==> src/rtl/skp_pkg.sv <==
package skp_pkg;

  typedef enum logic {
    ST_ACC = 1'b0,
    ST_CMP = 1'b1
  } skp_state_e;

  function automatic int acc_width(input int sample_w, input int nbands);
    return sample_w + $clog2(nbands) + 1;
  endfunction

endpackage

==> src/rtl/skp_ctrl.sv <==
module skp_ctrl #(
  parameter int IDX_W = 8
) (
  input  logic             clk,
  input  logic             rst_n,
  input  logic             clr,
  input  logic             in_valid,
  input  logic             in_last,
  input  logic             in_final,
  input  logic [IDX_W-1:0] in_pix,
  output logic             in_ready,
  output logic             beat,
  output logic             first_beat,
  output logic             cmp_en,
  output logic [IDX_W-1:0] cmp_idx,
  output logic             done
);
  import skp_pkg::*;

  skp_state_e       state_q;
  logic             fresh_q;
  logic             final_q;
  logic [IDX_W-1:0] idx_q;
  logic             done_q;

  assign in_ready   = (state_q == ST_ACC);
  assign beat       = in_valid && in_ready;
  assign first_beat = fresh_q;
  assign cmp_en     = (state_q == ST_CMP);
  assign cmp_idx    = idx_q;
  assign done       = done_q;

  always_ff @(posedge clk) begin
    if (!rst_n || clr) begin
      state_q <= ST_ACC;
      fresh_q <= 1'b1;
      final_q <= 1'b0;
      idx_q   <= '0;
      done_q  <= 1'b0;
    end else begin
      done_q <= (state_q == ST_CMP) && final_q;
      if (state_q == ST_CMP) begin
        state_q <= ST_ACC;
      end else if (beat) begin
        fresh_q <= in_last;
        if (in_last) begin
          state_q <= ST_CMP;
          idx_q   <= in_pix;
          final_q <= in_final;
        end
      end
    end
  end

  // one stall cycle follows every accepted last beat
  a_r6_stall_after_last: assert property (@(posedge clk) disable iff (!rst_n)
    (beat && in_last && !clr) |=> !in_ready);

  // back-pressure never lasts longer than one cycle
  a_r6_stall_single: assert property (@(posedge clk) disable iff (!rst_n)
    !in_ready |=> in_ready);

  // done is a single-cycle pulse
  a_r7_done_pulse: assert property (@(posedge clk) disable iff (!rst_n)
    done |=> !done);

endmodule

==> src/rtl/skp_accum.sv <==
module skp_accum #(
  parameter int SAMPLE_W = 12,
  parameter int ACC_W    = 16
) (
  input  logic                    clk,
  input  logic                    rst_n,
  input  logic                    beat,
  input  logic                    first_beat,
  input  logic                    sign_neg,
  input  logic [SAMPLE_W-1:0]     sample,
  output logic signed [ACC_W-1:0] acc
);
  logic signed [ACC_W-1:0] acc_q;
  logic signed [ACC_W-1:0] ext;
  logic signed [ACC_W-1:0] base;

  assign ext  = $signed({{(ACC_W-SAMPLE_W){1'b0}}, sample});
  assign base = first_beat ? '0 : acc_q;
  assign acc  = acc_q;

  always_ff @(posedge clk) begin
    if (!rst_n) begin
      acc_q <= '0;
    end else if (beat) begin
      acc_q <= sign_neg ? (base - ext) : (base + ext);
    end
  end

  // without an accepted beat the sum holds
  a_r10_hold_idle: assert property (@(posedge clk) disable iff (!rst_n)
    !beat |=> $stable(acc_q));

endmodule

==> src/rtl/skp_extreme.sv <==
module skp_extreme #(
  parameter int ACC_W = 16,
  parameter int IDX_W = 8
) (
  input  logic                    clk,
  input  logic                    rst_n,
  input  logic                    clr,
  input  logic                    cmp_en,
  input  logic signed [ACC_W-1:0] dot,
  input  logic [IDX_W-1:0]        idx,
  output logic                    have,
  output logic signed [ACC_W-1:0] min_v,
  output logic signed [ACC_W-1:0] max_v,
  output logic [IDX_W-1:0]        min_i,
  output logic [IDX_W-1:0]        max_i
);
  logic                    have_q;
  logic signed [ACC_W-1:0] min_q, max_q;
  logic [IDX_W-1:0]        mini_q, maxi_q;
  logic                    new_max, new_min;

  assign new_max = !have_q || (dot > max_q);
  assign new_min = !have_q || (dot < min_q);

  always_ff @(posedge clk) begin
    if (!rst_n || clr) begin
      have_q <= 1'b0;
      min_q  <= '0;
      max_q  <= '0;
      mini_q <= '0;
      maxi_q <= '0;
    end else if (cmp_en) begin
      have_q <= 1'b1;
      if (new_max) begin
        max_q  <= dot;
        maxi_q <= idx;
      end
      if (new_min) begin
        min_q  <= dot;
        mini_q <= idx;
      end
    end
  end

  assign have  = have_q;
  assign min_v = min_q;
  assign max_v = max_q;
  assign min_i = mini_q;
  assign max_i = maxi_q;

  // the pair stays ordered once filled
  a_r4_ordered: assert property (@(posedge clk) disable iff (!rst_n)
    have_q |-> (min_q <= max_q));

  // the maximum never falls within a pass
  a_r4_max_grows: assert property (@(posedge clk) disable iff (!rst_n)
    (have_q && $past(have_q) && !$past(clr)) |-> (max_q >= $past(max_q)));

  // clearing empties the tracker
  a_r8_clear_empties: assert property (@(posedge clk) disable iff (!rst_n)
    clr |=> !have_q);

endmodule

==> src/rtl/skewer_proj_array.sv <==
module skewer_proj_array #(
  parameter int SAMPLE_W = 12,
  parameter int NBANDS   = 8,
  parameter int NSKEW    = 4,
  parameter int IDX_W    = 8,
  localparam int ACC_W   = skp_pkg::acc_width(SAMPLE_W, NBANDS)
) (
  input  logic                   clk,
  input  logic                   rst_n,
  input  logic                   clr,
  input  logic                   in_valid,
  output logic                   in_ready,
  input  logic [SAMPLE_W-1:0]    in_sample,
  input  logic [NSKEW-1:0]       in_sign,
  input  logic                   in_last,
  input  logic                   in_final,
  input  logic [IDX_W-1:0]       in_pix,
  output logic                   ext_valid,
  output logic [NSKEW*ACC_W-1:0] min_val,
  output logic [NSKEW*IDX_W-1:0] min_idx,
  output logic [NSKEW*ACC_W-1:0] max_val,
  output logic [NSKEW*IDX_W-1:0] max_idx,
  output logic                   done
);
  logic             beat, first_beat, cmp_en;
  logic [IDX_W-1:0] cmp_idx;
  logic [NSKEW-1:0] have_v;

  skp_ctrl #(.IDX_W(IDX_W)) u_ctrl (
    .clk(clk), .rst_n(rst_n), .clr(clr),
    .in_valid(in_valid), .in_last(in_last), .in_final(in_final), .in_pix(in_pix),
    .in_ready(in_ready), .beat(beat), .first_beat(first_beat),
    .cmp_en(cmp_en), .cmp_idx(cmp_idx), .done(done)
  );

  for (genvar k = 0; k < NSKEW; k++) begin : g_lane
    logic signed [ACC_W-1:0] dot;
    logic signed [ACC_W-1:0] lo, hi;

    skp_accum #(.SAMPLE_W(SAMPLE_W), .ACC_W(ACC_W)) u_acc (
      .clk(clk), .rst_n(rst_n), .beat(beat), .first_beat(first_beat),
      .sign_neg(in_sign[k]), .sample(in_sample), .acc(dot)
    );

    skp_extreme #(.ACC_W(ACC_W), .IDX_W(IDX_W)) u_ext (
      .clk(clk), .rst_n(rst_n), .clr(clr), .cmp_en(cmp_en),
      .dot(dot), .idx(cmp_idx), .have(have_v[k]),
      .min_v(lo), .max_v(hi),
      .min_i(min_idx[k*IDX_W +: IDX_W]), .max_i(max_idx[k*IDX_W +: IDX_W])
    );

    assign min_val[k*ACC_W +: ACC_W] = lo;
    assign max_val[k*ACC_W +: ACC_W] = hi;
  end

  assign ext_valid = &have_v;

  // done only ever follows a compare that filled the trackers
  a_r7_done_has_result: assert property (@(posedge clk) disable iff (!rst_n)
    done |-> ext_valid);

endmodule

==> config.mk <==
export PLATFORM = sky130hd
export DESIGN_NAME = skewer_proj_array
export DESIGN_NICKNAME = d
export VERILOG_FILES = /design/src/rtl/skp_pkg.sv /design/src/rtl/skp_ctrl.sv /design/src/rtl/skp_accum.sv /design/src/rtl/skp_extreme.sv /design/src/rtl/skewer_proj_array.sv
export SDC_FILE = /design/constraint.sdc
export NUM_CORES = 1
export LEC_CHECK = 0
export ABC_CLOCK_PERIOD_IN_PS = 5200
export BUFFER_PORTS_ARGS = -buffer_cell sky130_fd_sc_hd__buf_2
export CAP_MARGIN = 40
export CORE_MARGIN = 8
export CORE_UTILIZATION = 60
export DETAILED_ROUTE_END_ITERATION = 10
export PLACE_DENSITY_LB_ADDON = 0.15
export REMOVE_ABC_BUFFERS = 1
export SETUP_SLACK_MARGIN = 0.05
export SYNTH_ARGS = -nofsm -noshare
export SYNTH_HDL_FRONTEND = slang
export SYNTH_SLANG_ARGS = --single-unit
==> constraint.sdc <==
create_clock -name clk -period 5.2 [get_ports clk]
set_clock_uncertainty 0.15 [all_clocks]
set_input_delay 0 -clock clk [delete_from_list [all_inputs] [get_ports clk]]
set_output_delay 0 -clock clk [all_outputs]
set_load 0.01 [all_outputs]
== Word level (Yosys, flattened, before mapping) ==
Cells that the tools add are included.
W data, S select, Z words.

* Add/sub/neg operators: 8
* $lt $le $gt $ge: 8
* Muxes and demuxes: 9
* Bitwise operators: 2
* Reduce and logical (&&, ||, !) cells: 24

{| class="wikitable"
|+ Operators by type and width
! cell !! count
|-
| $mux W16 || 8
|-
| $add A16 B13 Y16 || 4
|-
| $gt A16 B16 Y1 || 4
|-
| $lt A16 B16 Y1 || 4
|-
| $sub A16 B13 Y16 || 4
|-
| $reduce_and A2 Y1 || 9
|-
| $logic_or A1 B1 Y1 || 9
|-
| $reduce_and A3 Y1 || 1
|-
| $reduce_or A3 Y1 || 1
|-
| $logic_and A1 B1 Y1 || 2
|-
| $logic_not A1 Y1 || 2
|-
| $not A1 Y1 || 2
|-
| $mux W1 || 1
|}

* Flip-flop bits (word level): 269
* Bits of input ports: 30
* Output and inout bits: 195
* Logic and storage cells: 77

== Depth between registers and ports, before layout ==
* Depth after elaboration: 4
* Mapped depth: 15
* Mapped depth without buffers: 15

== Modules after synthesis ==
A second synthesis with hierarchy kept.

* Cells, all modules: 2,138
* Area total of the unflattened synthesis: 18,440.2 um2

{| class="wikitable"
|+ Modules (own cells, without submodules)
! module !! times used !! cells an instance !! area an instance (um2) !! sequential area each (um2)
|-
| skp_extreme || 4 || 299 || 2,745.1 || 980.9
|-
| skp_accum (g_lane[0].u_acc ...) || 2 || 220 || 1,697.9 || 320.3
|-
| skp_accum (g_lane[1].u_acc) || 1 || 229 || 1,818.0 || 320.3
|-
| skp_accum (g_lane[3].u_acc) || 1 || 220 || 1,692.9 || 320.3
|-
| skp_ctrl || 1 || 52 || 544.3 || 240.2
|-
| skewer_proj_array || 1 || 1 || 8.8 || 0.0
|}

== Worst setup path after synthesis ==
OpenSTA, ideal clock, no wires.

* Kind: input port to flip-flop
* Start point: input port in_sample[0]
* End point: register g_lane[0].u_acc.acc_q[15]
* Setup time: 0.129 ns
* Arrival time: 3.151 ns
* Data required time: 4.921 ns
* Path slack: 1.770 ns
* Stages: 15
* Buffers on the path: 0
* Cells stage by stage: inv_1 -> ha_1 -> nor3b_1 -> nor3b_2 -> nor3b_1 -> nor2_1 -> xnor2_1 -> ha_1 -> and3_1 -> and2_1 -> a221o_1 -> a21o_1 -> nor2_1 -> a21oi_1 -> nand4b_1

* Longest elaborated chain between the ends: 2
* Elaborated cells between the ends (all ways): 3
* Those cells by class: add/sub (2); mux (1)

{| class="wikitable"
|+ RTL lines
! item !! line !! text
|-
| start: declaration || skewer_proj_array.sv:13 || <nowiki>input logic [SAMPLE_W-1:0] in_sample,</nowiki>
|-
| $add A16 B13 Y16 / $sub A16 B13 Y16 (equally long branches) || skp_accum.sv:25 || <nowiki>acc_q <= sign_neg ? (base - ext) : (base + ext);</nowiki>
|-
| $mux W16 * || skp_accum.sv:25 ||
|-
| end signal: assignment || skp_accum.sv:25 ||
|-
| end: declaration || skp_accum.sv:13 || <nowiki>logic signed [ACC_W-1:0] acc_q;</nowiki>
|}

Every way passes the cells marked *; elsewhere a longest branch is shown, timed or not.
A chain may end at the register's enable or synchronous reset.

== Worst setup path in the final report ==
* Start point: input port in_sample[0]
* End point: register g_lane[2].u_acc.acc_q[14]

* Longest elaborated chain between the ends: 2
* Elaborated cells between the ends (all ways): 3
* Those cells by class: add/sub (2); mux (1)

{| class="wikitable"
|+ RTL lines
! item !! line
|-
| $add A16 B13 Y16 / $sub A16 B13 Y16 (equally long branches) || skp_accum.sv:25
|-
| $mux W16 * || skp_accum.sv:25
|-
| end signal: assignment || skp_accum.sv:25
|-
| end: declaration || skp_accum.sv:13
|}

Marked as above.

==> out/metrics.cfg <==
[die]
dieHeight_um = 183
dieArea_sq_um = 33700
initial_core_util_pct = 60.7
io_pins = 225
dieWidth_um = 183
core_sq_um = 27700
num_rows = 61

[yosys]
ys_ff_latch = 269
ys_warn_count = 0
synth_cell_type_count = 72
syn-mean-instance-area_sq_um = 8.16
yosys.area.top_type = dfxtp_1
synth_edf_count = 0
synth_area_leaders = dfxtp_1 32%, ha_1 14%, mux2i_1 8.7%, nand2_1 7.4%, inv_1 3.7%
yosys_most_used_dff = dfxtp_1
syn_area_sq_um = 16800
synth-seq-area-share_pct = 32.0
async_flop_share_pct = 0
postSynthCellCount = 2061
synth_top_area_share_pct = 32.0

[critical_path]
cp_max_fo = 7
crit_type = in2reg
worst_path_max_delay_cell = nor3b_1
endpoint_kind = register
cp_data_required_time_ps = 5480
critPathArrivalTime_ps = 4640
critPathLaunchType = input port
critPathMaxStageDelay_ps = 700
path_cells = dlygate4sd3_1, buf_2, inv_1, ha_1, nor3b_1, nor3b_2, nor3b_1, nor2_1, xnor2_1, ha_1, a21oi_1, o21bai_1, a21oi_1, nor2_1, a211oi_1, mux2i_1, a31oi_1

[global_route]
antenna_found_initial = 5
grt.total_usage_pct = 27.0
grt_use_met3_pct = 5.85
grt_pass1_wl_mm = 75.7
grt.busiest_layer = met2
grt.overflow.total = 0
grt_max_degree = 114
met1_usage_pct = 33.4
grt_pass1_vias = 15000
gr-usage-met2_pct = 45.8

[cts]
cts_tree = built
cts_made_buffers = 30
cts_sinks = 269
clock_latency_ps = 570
clockBufferDepth = 3
clk_pin_slew_ps = 70
cts-root-buf = clkbuf_16
cts_resized = 0
htree_levels = 1

[run]
cap_violations = 0

[sta]
rsz0062_at_grt = no
fmax_ghz = 0.229
slew_violations = 0
hold_violations = 0
setup_violations = 0
period_needed_ps = 4360
worst_pin_slew_ps = 769
timing.final.crit_share_pct = 83.9
relSlewSlack_pct = 48.6

[finish]
fin_nets = 2500
finalInstanceArea_sq_um = 19700
fin_cells = 2686
mostFrequentLayoutCells = 331 x nand2_1, 268 x dfxtp_1, 224 x buf_2
seqCellArea_sq_um = 5390
layout_commonest_cell = nand2_1
syn_to_final_growth_pct = 16.9
fillCellCount = 2262
drive_gt1_share_pct = 14.2
multi_input_area_sq_um = 10500

[drt]
num_vias = 15300
dr.pass1.iters = 5
wirelength_mm = 46.9
drcViolationCount = 0
first_iter_violations = 970
antenna_left = 0
wire_per_inst_um = 17.5
vias_per_cell = 5.71

[power]
cellLeakagePower_nw = 9.11
switchingPower_w = 0.00151
p_sw_share_pct = 29.0
seqPwrFrac_pct = 42.2
clock_power_share_pct = 40.6
p_int_w = 0.00369
ir_drop_uv = 253
power_density_nw_per_um2 = 265
combPwrFrac_pct = 17.2

[place]
numPlacedInstances = 2591
place_area_sq_um = 18300
place.port_buffers = 224
dp_hpwl_mm = 33.8
globalplace.congestion = 0.888

[min_path]
hold_path_class = in2reg

[status]
run_status = finished clean

through the flow:
stage / setup TNS [ps] / hold slack, ps / setup slack (ps) / utilization [%] / total power, W
5_1_grt: 0 / 99.6 / 377 / 71.0 / 0.00544
2_1_floorplan: -876930 / -28.3 / -5250 / - / 0.00284
3_5_place_dp: 0 / 109 / 915 / 66.1 / 0.00311
3_3_place_gp: 0 / 105 / 1070 / 65.9 / 0.00308
4_1_cts: 0 / 27.0 / 904 / 70.9 / 0.00522
6_report: 0 / 58.3 / 839 / 71.0 / 0.00520
cell families (layout without fill, tap and decap cells):
kind of cell | Yosys count | after routing | share of synthesized area (%)
muxes | 151 | 151 | 9.01
other | 0 | 3 | 0
xor gates and xnor gates | 63 | 63 | 3.28
buffers and inverters | 265 | 509 | 6.34
DFF | 269 | 269 | 32.0
and+or+nand+nor | 737 | 737 | 20.7
AOI/OAI and AO/OA | 387 | 387 | 14.4
adders and majority gates | 189 | 189 | 14.2
routing by layer:
layer  wire length (um)  share of wire (%)  up-vias
met1              20100                 43     7202
met4               1550                3.3        4
met3               3560                7.6      110
met2              21700                 46      464
met5                 31              0.066        -
li1                   -                  -     7560
cells in the mapped netlist, types with 20 or more instances:
master / instances
ha_1: 185
dfxtp_1: 269
nor2b_1: 73
nand3_1: 84
nand2_1: 332
a211oi_1: 20
clkbuf_1: 63
nor2_1: 110
xnor2_1: 54
nand2b_1: 20
a21o_1: 47
mux2i_1: 147
inv_1: 165
o21ai_0: 109
a21oi_1: 111
flip-flops by register name, summed over array words and instances, names as in the netlist:
signal              flops
u_ctrl.done             1
g_lane.u_ext.max_v     64
u_ctrl.cmp_en           1
g_lane.u_ext.min_v     64
g_lane.u_acc.acc       64
g_lane.u_ext.min_i     32
g_lane.u_ext.max_i     32
u_ctrl.final_q          1
u_ctrl.cmp_idx          8
g_lane.u_ext.have       1
u_ctrl.first_beat       1
final cells by class:
class,count,share of cell area [%]
Clock inverter,14,0.630
Multi-Input combinational cell,1527,53.2
Sequential cell,269,27.4
Inverter,168,3.21
Tap cell,378,2.41
Antenna cell,3,0.0382
Clock buffer,42,4.35
Timing Repair Buffer,285,8.78
power groups by stage:
stage	clock (W)	combinational [W]	sequential [W]
after floorplan	0	0.000626	0.00221
after global placement	0	0.000840	0.00224
after detailed placement	0	0.000866	0.00224
after CTS	0.00214	0.000891	0.00219
after global routing	0.00223	0.00100	0.00220
final	0.00211	0.000896	0.00220
final timing paths:
path,startpoint,end,slack (ps),cells after the start
max,in_sample[0],g_lane[2].u_acc.acc[14],840,17
min,in_sample[10],g_lane[3].u_acc.acc[12],60,4
max reg2reg,u_ctrl.first_beat,g_lane[0].u_acc.acc[11],1620,9
min reg2reg,g_lane[2].u_ext.min_i[2],g_lane[2].u_ext.min_i[2],300,2
what timing repair did:
action                    in CTS  in global routing
hold endpoints to repair     222                  0
hold buffers                  36                  0
buffers inserted               0                  0
critical path: cells and delay by family:
family / cells / cell delay [ps]
AO/OA/AOI/OAI: 5 / 1100
XOR/XNOR: 1 / 160
adder cells (fa/ha/maj): 2 / 430
buffers and inverters: 3 / 810
multiplexers: 1 / 280
AND/OR/NAND/NOR: 5 / 1880
(Power assumes the default switching activity.)
